**config.mk**
```make
export PLATFORM = sky130hd
export DESIGN_NAME = idle_seq_top
export DESIGN_NICKNAME = d
export VERILOG_FILES = /design/src/rtl/idle_pkg.sv /design/src/rtl/idle_core_fsm.sv /design/src/rtl/idle_deep_ctrl.sv /design/src/rtl/idle_seq_top.sv
export SDC_FILE = /design/constraint.sdc
export NUM_CORES = 1
export LEC_CHECK = 0
export BUFFER_PORTS_ARGS = -buffer_cell sky130_fd_sc_hd__buf_4
export CAP_MARGIN = 20
export CORE_MARGIN = 2
export CORE_UTILIZATION = 45
export CTS_CLUSTER_SIZE = 16
export DETAILED_ROUTE_END_ITERATION = 8
export SLEW_MARGIN = 20
export SYNTH_ARGS = -nofsm -noshare
export SYNTH_HDL_FRONTEND = slang
export SYNTH_SLANG_ARGS = --single-unit
```
**constraint.sdc**
```tcl
create_clock -name clk -period 2.7 [get_ports clk]
set_input_delay 0.27 -clock clk [delete_from_list [all_inputs] [get_ports clk]]
set_output_delay 0.27 -clock clk [all_outputs]
set_load 0.005 [all_outputs]
```
**src/rtl/idle_pkg.sv**
```systemverilog
package idle_pkg;

    typedef enum logic [2:0] {
        C_RUN,
        C_NAP,
        C_PURGE,
        C_SLEEP,
        C_DEEP,
        C_XNAP,
        C_XSLP
    } core_st_t;

    typedef enum logic [2:0] {
        H_IDLE,
        H_SAVE,
        H_LOW,
        H_RAMP,
        H_RESTORE
    } chip_st_t;

endpackage

```
**src/rtl/idle_core_fsm.sv**
```systemverilog
module idle_core_fsm
    import idle_pkg::*;
#(
    parameter int NAP_US = 5,
    parameter int SLP_US = 1000
) (
    input  logic clk,
    input  logic rst_n,
    input  logic us_tick,
    input  logic nap_req,
    input  logic sleep_req,
    input  logic wake_req,
    input  logic purge_done,
    input  logic deep_go,
    input  logic deep_release,
    output logic can_deep,
    output logic eu_clk_en,
    output logic core_clk_en,
    output logic purge_req,
    output logic core_ready
);

    localparam int MAXB = (NAP_US > SLP_US) ? NAP_US : SLP_US;
    localparam int CW   = $clog2(MAXB + 1);

    core_st_t        state, nxt;
    logic [CW-1:0]   cnt;
    logic            wake_pend;
    logic            load_nap, load_slp, counting;

    assign load_nap = (state == C_NAP) && wake_req;
    assign load_slp = (state == C_SLEEP) && !deep_go && (wake_req || wake_pend);
    assign counting = (state == C_XNAP) || (state == C_XSLP);

    // next-state logic
    always_comb begin
        nxt = state;
        unique case (state)
            C_RUN:   if (sleep_req) nxt = C_PURGE;
                     else if (nap_req) nxt = C_NAP;
            C_NAP:   if (wake_req) nxt = C_XNAP;
            C_PURGE: if (purge_done) nxt = C_SLEEP;
            C_SLEEP: if (deep_go) nxt = C_DEEP;
                     else if (wake_req || wake_pend) nxt = C_XSLP;
            C_DEEP:  if (deep_release) nxt = C_RUN;
            C_XNAP,
            C_XSLP:  if (cnt == '0) nxt = C_RUN;
            default: nxt = C_RUN;
        endcase
    end

    // state register, countdown and remembered wake
    always_ff @(posedge clk) begin
        if (!rst_n) begin
            state     <= C_RUN;
            cnt       <= '0;
            wake_pend <= 1'b0;
        end else begin
            state     <= nxt;
            wake_pend <= (state == C_PURGE) && (wake_pend || wake_req);
            if (load_nap)
                cnt <= CW'(NAP_US);
            else if (load_slp)
                cnt <= CW'(SLP_US);
            else if (counting && us_tick && (cnt != '0))
                cnt <= cnt - 1'b1;
        end
    end

    // outputs
    always_comb begin
        eu_clk_en   = 1'b0;
        core_clk_en = 1'b0;
        purge_req   = 1'b0;
        core_ready  = 1'b0;
        unique case (state)
            C_RUN: begin
                eu_clk_en   = 1'b1;
                core_clk_en = 1'b1;
                core_ready  = 1'b1;
            end
            C_NAP, C_XNAP, C_XSLP: core_clk_en = 1'b1;
            C_PURGE: begin
                core_clk_en = 1'b1;
                purge_req   = 1'b1;
            end
            C_SLEEP, C_DEEP: ;
            default: ;
        endcase
    end

    assign can_deep = (state == C_SLEEP) && !wake_pend && !wake_req;


    purge_hold_chk: assert property (@(posedge clk) disable iff (!rst_n)
        (purge_req && !purge_done) |=> purge_req);


    eu_first_chk: assert property (@(posedge clk) disable iff (!rst_n)
        $fell(core_clk_en) |-> !$past(eu_clk_en));


    tick_gate_chk: assert property (@(posedge clk) disable iff (!rst_n)
        (counting && !us_tick && !load_nap && !load_slp && (cnt != '0)) |=> $stable(cnt));


    ready_budget_chk: assert property (@(posedge clk) disable iff (!rst_n)
        ($rose(core_ready) && !$past(state == C_DEEP)) |-> ($past(cnt) == '0));

endmodule

```
**src/rtl/idle_deep_ctrl.sv**
```systemverilog
module idle_deep_ctrl
    import idle_pkg::*;
#(
    parameter int DEEP_US = 2000
) (
    input  logic clk,
    input  logic rst_n,
    input  logic us_tick,
    input  logic deep_req,
    input  logic all_can_deep,
    input  logic any_wake,
    input  logic vdd_good,
    output logic save_stb,
    output logic restore_stb,
    output logic v_lower,
    output logic v_ramp
);

    localparam int DW = $clog2(DEEP_US + 1);

    chip_st_t       state, nxt;
    logic [DW-1:0]  cnt;
    logic           wake_pend;

    // next-state logic
    always_comb begin
        nxt = state;
        unique case (state)
            H_IDLE:    if (deep_req && all_can_deep) nxt = H_SAVE;
            H_SAVE:    nxt = H_LOW;
            H_LOW:     if (any_wake || wake_pend) nxt = H_RAMP;
            H_RAMP:    if ((cnt == '0) && vdd_good) nxt = H_RESTORE;
            H_RESTORE: nxt = H_IDLE;
            default:   nxt = H_IDLE;
        endcase
    end

    // state register and ramp countdown
    always_ff @(posedge clk) begin
        if (!rst_n) begin
            state     <= H_IDLE;
            cnt       <= '0;
            wake_pend <= 1'b0;
        end else begin
            state     <= nxt;
            wake_pend <= (state == H_SAVE) && any_wake;
            if ((state == H_LOW) && (nxt == H_RAMP))
                cnt <= DW'(DEEP_US);
            else if ((state == H_RAMP) && us_tick && (cnt != '0))
                cnt <= cnt - 1'b1;
        end
    end

    // outputs
    always_comb begin
        save_stb    = 1'b0;
        restore_stb = 1'b0;
        v_lower     = 1'b0;
        v_ramp      = 1'b0;
        unique case (state)
            H_IDLE:    ;
            H_SAVE:    save_stb    = 1'b1;
            H_LOW:     v_lower     = 1'b1;
            H_RAMP:    v_ramp      = 1'b1;
            H_RESTORE: restore_stb = 1'b1;
            default:   ;
        endcase
    end


    save_entry_chk: assert property (@(posedge clk) disable iff (!rst_n)
        $rose(save_stb) |-> $past(deep_req && all_can_deep));


    save_pulse_chk: assert property (@(posedge clk) disable iff (!rst_n)
        save_stb |=> !save_stb);


    supply_excl_chk: assert property (@(posedge clk) disable iff (!rst_n)
        $onehot0({v_lower, v_ramp, save_stb, restore_stb}));


    restore_vgood_chk: assert property (@(posedge clk) disable iff (!rst_n)
        restore_stb |-> ($past(vdd_good) && $past(v_ramp)));

endmodule

```
**src/rtl/idle_seq_top.sv**
```systemverilog
module idle_seq_top
    import idle_pkg::*;
#(
    parameter int NCORES  = 4,
    parameter int NAP_US  = 5,
    parameter int SLP_US  = 1000,
    parameter int DEEP_US = 2000
) (
    input  logic              clk,
    input  logic              rst_n,
    input  logic              us_tick,
    input  logic [NCORES-1:0] nap_req,
    input  logic [NCORES-1:0] sleep_req,
    input  logic [NCORES-1:0] wake_req,
    input  logic [NCORES-1:0] purge_done,
    input  logic              deep_req,
    input  logic              vdd_good,
    output logic [NCORES-1:0] eu_clk_en,
    output logic [NCORES-1:0] core_clk_en,
    output logic [NCORES-1:0] purge_req,
    output logic [NCORES-1:0] ret_save,
    output logic [NCORES-1:0] ret_restore,
    output logic [NCORES-1:0] core_ready,
    output logic              v_lower,
    output logic              v_ramp
);

    logic [NCORES-1:0] can_deep;
    logic              save_stb, restore_stb;

    for (genvar g = 0; g < NCORES; g++) begin : g_core
        idle_core_fsm #(
            .NAP_US (NAP_US),
            .SLP_US (SLP_US)
        ) i_core (
            .clk          (clk),
            .rst_n        (rst_n),
            .us_tick      (us_tick),
            .nap_req      (nap_req[g]),
            .sleep_req    (sleep_req[g]),
            .wake_req     (wake_req[g]),
            .purge_done   (purge_done[g]),
            .deep_go      (save_stb),
            .deep_release (restore_stb),
            .can_deep     (can_deep[g]),
            .eu_clk_en    (eu_clk_en[g]),
            .core_clk_en  (core_clk_en[g]),
            .purge_req    (purge_req[g]),
            .core_ready   (core_ready[g])
        );
    end

    idle_deep_ctrl #(
        .DEEP_US (DEEP_US)
    ) i_deep (
        .clk          (clk),
        .rst_n        (rst_n),
        .us_tick      (us_tick),
        .deep_req     (deep_req),
        .all_can_deep (&can_deep),
        .any_wake     (|wake_req),
        .vdd_good     (vdd_good),
        .save_stb     (save_stb),
        .restore_stb  (restore_stb),
        .v_lower      (v_lower),
        .v_ramp       (v_ramp)
    );

    assign ret_save    = {NCORES{save_stb}};
    assign ret_restore = {NCORES{restore_stb}};


    restore_gated_chk: assert property (@(posedge clk) disable iff (!rst_n)
        ret_restore[0] |-> ((core_clk_en == '0) && (core_ready == '0)));


    save_gated_chk: assert property (@(posedge clk) disable iff (!rst_n)
        ret_save[0] |-> (core_clk_en == '0));

endmodule

```
# Word-level counts from Yosys, hierarchy flattened
# Index checks and enable logic that the tools add are counted.
[totals]
ff_bits = 71
inputBits = 21
output_inout_bits = 26
wordCells = 253
[classes]
addsub = 5
eq_ne = 53
muxes = 67
bitwise = 1
reduce_logical = 103
[ops]
columns = ["op", "n"]
rows = [
  ["two-way mux 3 bit", 36],
  ["two-way mux 10 bit", 8],
  ["case mux 3 bit (6 select lines)", 4],
  ["logical NOT 10 bit", 4],
  ["nonzero test 10 bit", 4],
  ["subtractor 10 x 1 -> 10 bit, second input constant", 4],
  ["== test 3 bit, second input constant", 13],
  ["logical AND 1 bit", 38],
  ["== test 3 x 2 -> 1 bit, second input constant", 11],
  ["AND reduction 6 bit", 4],
  ["two-way mux 11 bit", 2],
  ["!= test 2 bit, second input constant", 11],
  ["OR reduction 5 bit", 4],
  ["OR reduction 2 bit", 9],
  ["two-way mux 1 bit", 16],
  ["== test 3 x 1 -> 1 bit, second input constant", 5],
  ["logical NOT 3 bit", 5],
  ["!= test 3 x 2 -> 1 bit, second input constant", 4],
  ["!= test 3 bit, second input constant", 4],
  ["case mux 3 bit (4 select lines)", 1],
  ["nonzero test 3 bit", 4],
  ["OR reduction 3 bit", 4],
  ["logical NOT 11 bit", 1],
  ["nonzero test 11 bit", 1],
  ["other kinds (8)", 32],
]

# Depth between registers and ports, before layout
[depth]
ltp_word = 10
mapped_depth = 7
depth_no_buf = 7

# Modules after synthesis
# A second synthesis with hierarchy kept.
[hier_totals]
hier_cells = 580
area_unflattened_um2 = 4754.6
[modules_own_cells]
columns = ["mod", "instances", "cells_each", "area_each_um2", "seq_area_each_um2"]
rows = [
  ["idle_core_fsm", 4, 119, 965.9, 280.3],
  ["idle_deep_ctrl", 1, 94, 814.5, 300.3],
  ["idle_seq_top", 1, 10, 76.3, 0.0],
]

# Worst setup path before layout
# Ideal clock, no wire load.
[synth_timing]
kind = "register -> register"
from = "register g_core[0].i_core.cnt[0]"
to = "register g_core[0].i_core.state[0]"
setup_ns = 0.119
t_arrival_ns = 2.011
t_required_ns = 2.581
slack_ns = 0.570
stages_incl_launch_ff = 8
n_path_buf = 0
synth_period_minus_slack_ns = 2.130
cell_sequence = "dfxtp_1 -> inv_1 -> ha_1 -> or4b_1 -> or3_4 -> and3_4 -> or2_1 -> o221a_1"
[synth_via]
elab_chain_len = 3
[synth_lines]
columns = ["item", "line", "source"]
rows = [
  ["from (decl)", "idle_core_fsm.sv:27", "logic [CW-1:0] cnt;"],
  ["from (signal assigned)", "idle_core_fsm.sv:62", "cnt <= CW'(NAP_US);"],
  ["from (signal assigned)", "idle_core_fsm.sv:64", "cnt <= CW'(SLP_US);"],
  ["from (signal assigned)", "idle_core_fsm.sv:66", "cnt <= cnt - 1'b1;"],
  ["logical NOT 10 bit", "idle_core_fsm.sv:47", "C_XSLP: if (cnt == '0) nxt = C_RUN;"],
  ["!= test 2 x 1 -> 1 bit (no line)", "--", ""],
  ["AND reduction 6 bit (no line)", "--", ""],
  ["to (signal assigned)", "idle_core_fsm.sv:59", "state <= nxt;"],
  ["to (decl)", "idle_core_fsm.sv:26", "core_st_t state, nxt;"],
]
# Every way passes these cells.
# A chain may end at the register's enable or synchronous reset.

# Worst setup path in the final report
# Same ends and word-level chain as after synthesis.

==> results by group <==
Outcome
  – Status: finished, final reports clean

Power and ir drop
  – Overall power: around 4.0 mW
  – P_leak: ~1.8 nW
  – Power density over cell area: 842.1 nW/um^2
  – Worst VDD drop: roughly 330 uV

Finish
  – Commonest non-fill, non-tap cells in the layout: dfxtp_1, buf_4, a21oi_1, nor2_1, nand2_1
  – Multi-input gate area: roughly 2500 sq um
  – Inserted Diodes: 0
  – Fillers: 913
  – Design area: between 4000 and 5000 sq um
  – Most common cell after layout, fill and taps aside: dfxtp_1
  – Sequential Area: 1421 sq um
  – Nets: 565
  – Layout cell share with drive strength beyond 1: 0.1537
  – Area grow syn2layout: 10.21%

CTS
  – Clock buffer depth: 2
  – Clock Sinks: slightly above 70
  – Worst-path clk slew: about 0.07 ns
  – CTS tree: yes
  – Setup Fix Bufs, Post-CTS: 0
  – H-tree Lvls: 3
  – Root buffer cell: clkbuf_8
  – Clock buffer count from CTS: 9
  – Post-CTS Hold Buffers: 0
  – Later-pin clock latency in the skew report: about 0.35 ns
  – Post-CTS sizing: 0

STA
  – Post-route setup TNS: 0 ns
  – Hold WS: between 0.2 and 0.25 ns
  – Final setup violation count: 0
  – Final period util: 0.8438
  – Layout Skew: 0.005407 ns
  – Worst slew pin tran: 0.7968 ns
  – Fin. max-slew vios: 0
  – Relative slew margins: 0.4683
  – Unrepaired setup endpoints after global routing: no
  – Crit path time final: 2.278 ns
  – Final Hold Viols: 0
  – Fmax: 438.9 MHz

Routing
  – DRT Pass-1 Iters: 4
  – DRT iter0 DRCs: between 200 and 250
  – Routed vias/inst: between 5 and 6
  – DR WL/cell: around 14 microns
  – # DRC: 0
  – Routed Antenna Nets: 0
  – Via count: approximately 3.8k
  – Drt total wl: 9.595 mm

Synthesis
  – Top-area cell type share of the netlist area: 0.3295
  – EDFF count, synth: 0
  – Synth Flop Type: dfxtp_1
  – Synth cell types: 69
  – #FFs+latches synth: 71
  – Top cells by area, synth: dfxtp_1, a21oi_1, buf_4
  – Post-Syn Area: ~4300 sq um
  – Syn avg cell area: 8.280 sq um
  – Register area share after synthesis: 0.3295
  – Async SR Flop Fraction: 0
  – YS warnings: 0
  – Mapped Nets: 550
  – Syn Inst Count: 521
  – Area leader, netlist: dfxtp_1

Setup path
  – Endpoint class of the critical path: flop
  – CP startpoint kind: flop
  – CP Class: reg -> reg
  – CP Max Fanout: 5
  – Slowest cell delay on critical path: between 0.4 and 0.5 ns
  – Crit path DAT: between 2 and 3 ns
  – Critical path's slowest cell: or4b_1
  – Critical Path RT: around 2.9 ns
  – CP Cell Sequence: inv_1 -> ha_1 -> or4b_1 -> or3_4 -> and3_4 -> or2_1 -> o221a_1

Placed design
  – Hpwl dp: between 6 and 7 mm
  – Port bufs: 46
  – Placed Area: roughly 4600 sq um
  – Global placement routability congestion: ~0.82

GRT
  – GR Util met1: 0.2474
  – Vias in the first global route: about 3.5k
  – GR Layer Usage met3: 0.03078
  – Largest net degree at the start of global routing: 30
  – Gr usage total: 0.1910
  – Antenna violations before repair: 0
  – First-pass GRT wire length: ~16 mm
  – Met2 usage in global routing: 0.3092
  – Grt ovf: 0
  – Busiest grt layer: met2

Flow run
  – Max-Cap Viols: 0

Die
  – Row count: 35
  – Die X: 101.9 microns
  – Core area: approximately 9300 sq um
  – # IOs: 47
  – Effective utilization at floorplan: 0.4647
  – Die Ht: a little over 100 microns
  – Die area: 10,390 sq um

Worst hold path
  – Hold Crit Class: in -> reg
state kept, by name, indices dropped and copies added (netlist names):
name,count
g_core.i_core.cnt,40
g_core.i_core.state,12
g_core.i_core.wake_pend,4
i_deep.cnt,11
i_deep.state,3
i_deep.wake_pend,1
layout make-up:
class | instances | area share
clock buffer | 15 | 0.03711
inverter | 22 | 0.02000
multi-input combinational | 382 | 0.5311
sequential | 71 | 0.2989
tap | 129 | 0.03395
timing repair buffer | 50 | 0.07895
cells by family (layout without fill, tap and decap cells):
| logic type | after synthesis | count (layout) | share of synthesized area |
|---|---|---|---|
| multiplexers | 1 | 1 | 0.002320 |
| adder cells (fa/ha/maj) | 8 | 8 | 0.02320 |
| flip-flops | 71 | 71 | 0.3295 |
| AND/OR/NAND/NOR | 220 | 220 | 0.3054 |
| XOR/XNOR | 40 | 40 | 0.08121 |
| AO/OA/AOI/OAI | 113 | 113 | 0.1731 |
| buffers and inverters | 68 | 87 | 0.08526 |
final timing paths:
kind,startpoint,end,slack (ns),cells after the start
worst max-delay path,g_core[0].i_core.cnt[0],g_core[0].i_core.state[0],0.42,7
worst min-delay path,vdd_good,i_deep.state[2],0.24,3
worst max register to register,g_core[0].i_core.cnt[0],g_core[0].i_core.state[0],0.42,7
worst min register to register,i_deep.cnt[3],i_deep.cnt[3],0.48,2
where the power goes:
group          switching [mW]  internal (mW)  total (mW)
Sequential              0.292           1.21        1.50
Combinational           0.880          0.838        1.72
Clock                   0.380          0.406       0.786
Total                    1.55           2.45        4.00
metal layers:
metal / wire length, microns / vias to the layer above
met5: 0 / -
li1: - / 1910
met4: 203 / 0
met1: 4608 / 1768
met3: 275 / 19
met2: 4508 / 55
per-stage QoR:
step,instances,util,setup slack [ns]
after global routing,669,0.5121,0.3097
after floorplan,521,-,0.5699
after global placement,654,0.4931,0.5144
after CTS,669,0.5121,0.4324
final,669,0.5121,0.4216
after detailed placement,654,0.4931,0.4452
cell usage after synthesis (9+ instances only):
| cell type | count |
|---|---|
| xor2_1 | 20 |
| inv_1 | 20 |
| a211oi_1 | 9 |
| nor2_1 | 47 |
| o21ai_0 | 11 |
| clkbuf_1 | 18 |
| buf_4 | 24 |
| nor4_1 | 10 |
| nor3_1 | 21 |
| a21oi_1 | 48 |
| nand3_1 | 17 |
| nor3b_1 | 13 |
| nand2_1 | 25 |
| xnor2_1 | 20 |
| dfxtp_1 | 71 |
| nand2b_1 | 11 |
critical path: cells and delay by family (launching register included):
kind / cells / cell delay, ns
and+or+nand+nor: 4 / 1.33
DFF: 1 / 0.33
buffers and inverters: 1 / 0.10
adders and majority gates: 1 / 0.15
AOI/OAI and AO/OA: 1 / 0.27
No activity file was read; power rests on OpenSTA's default activity.
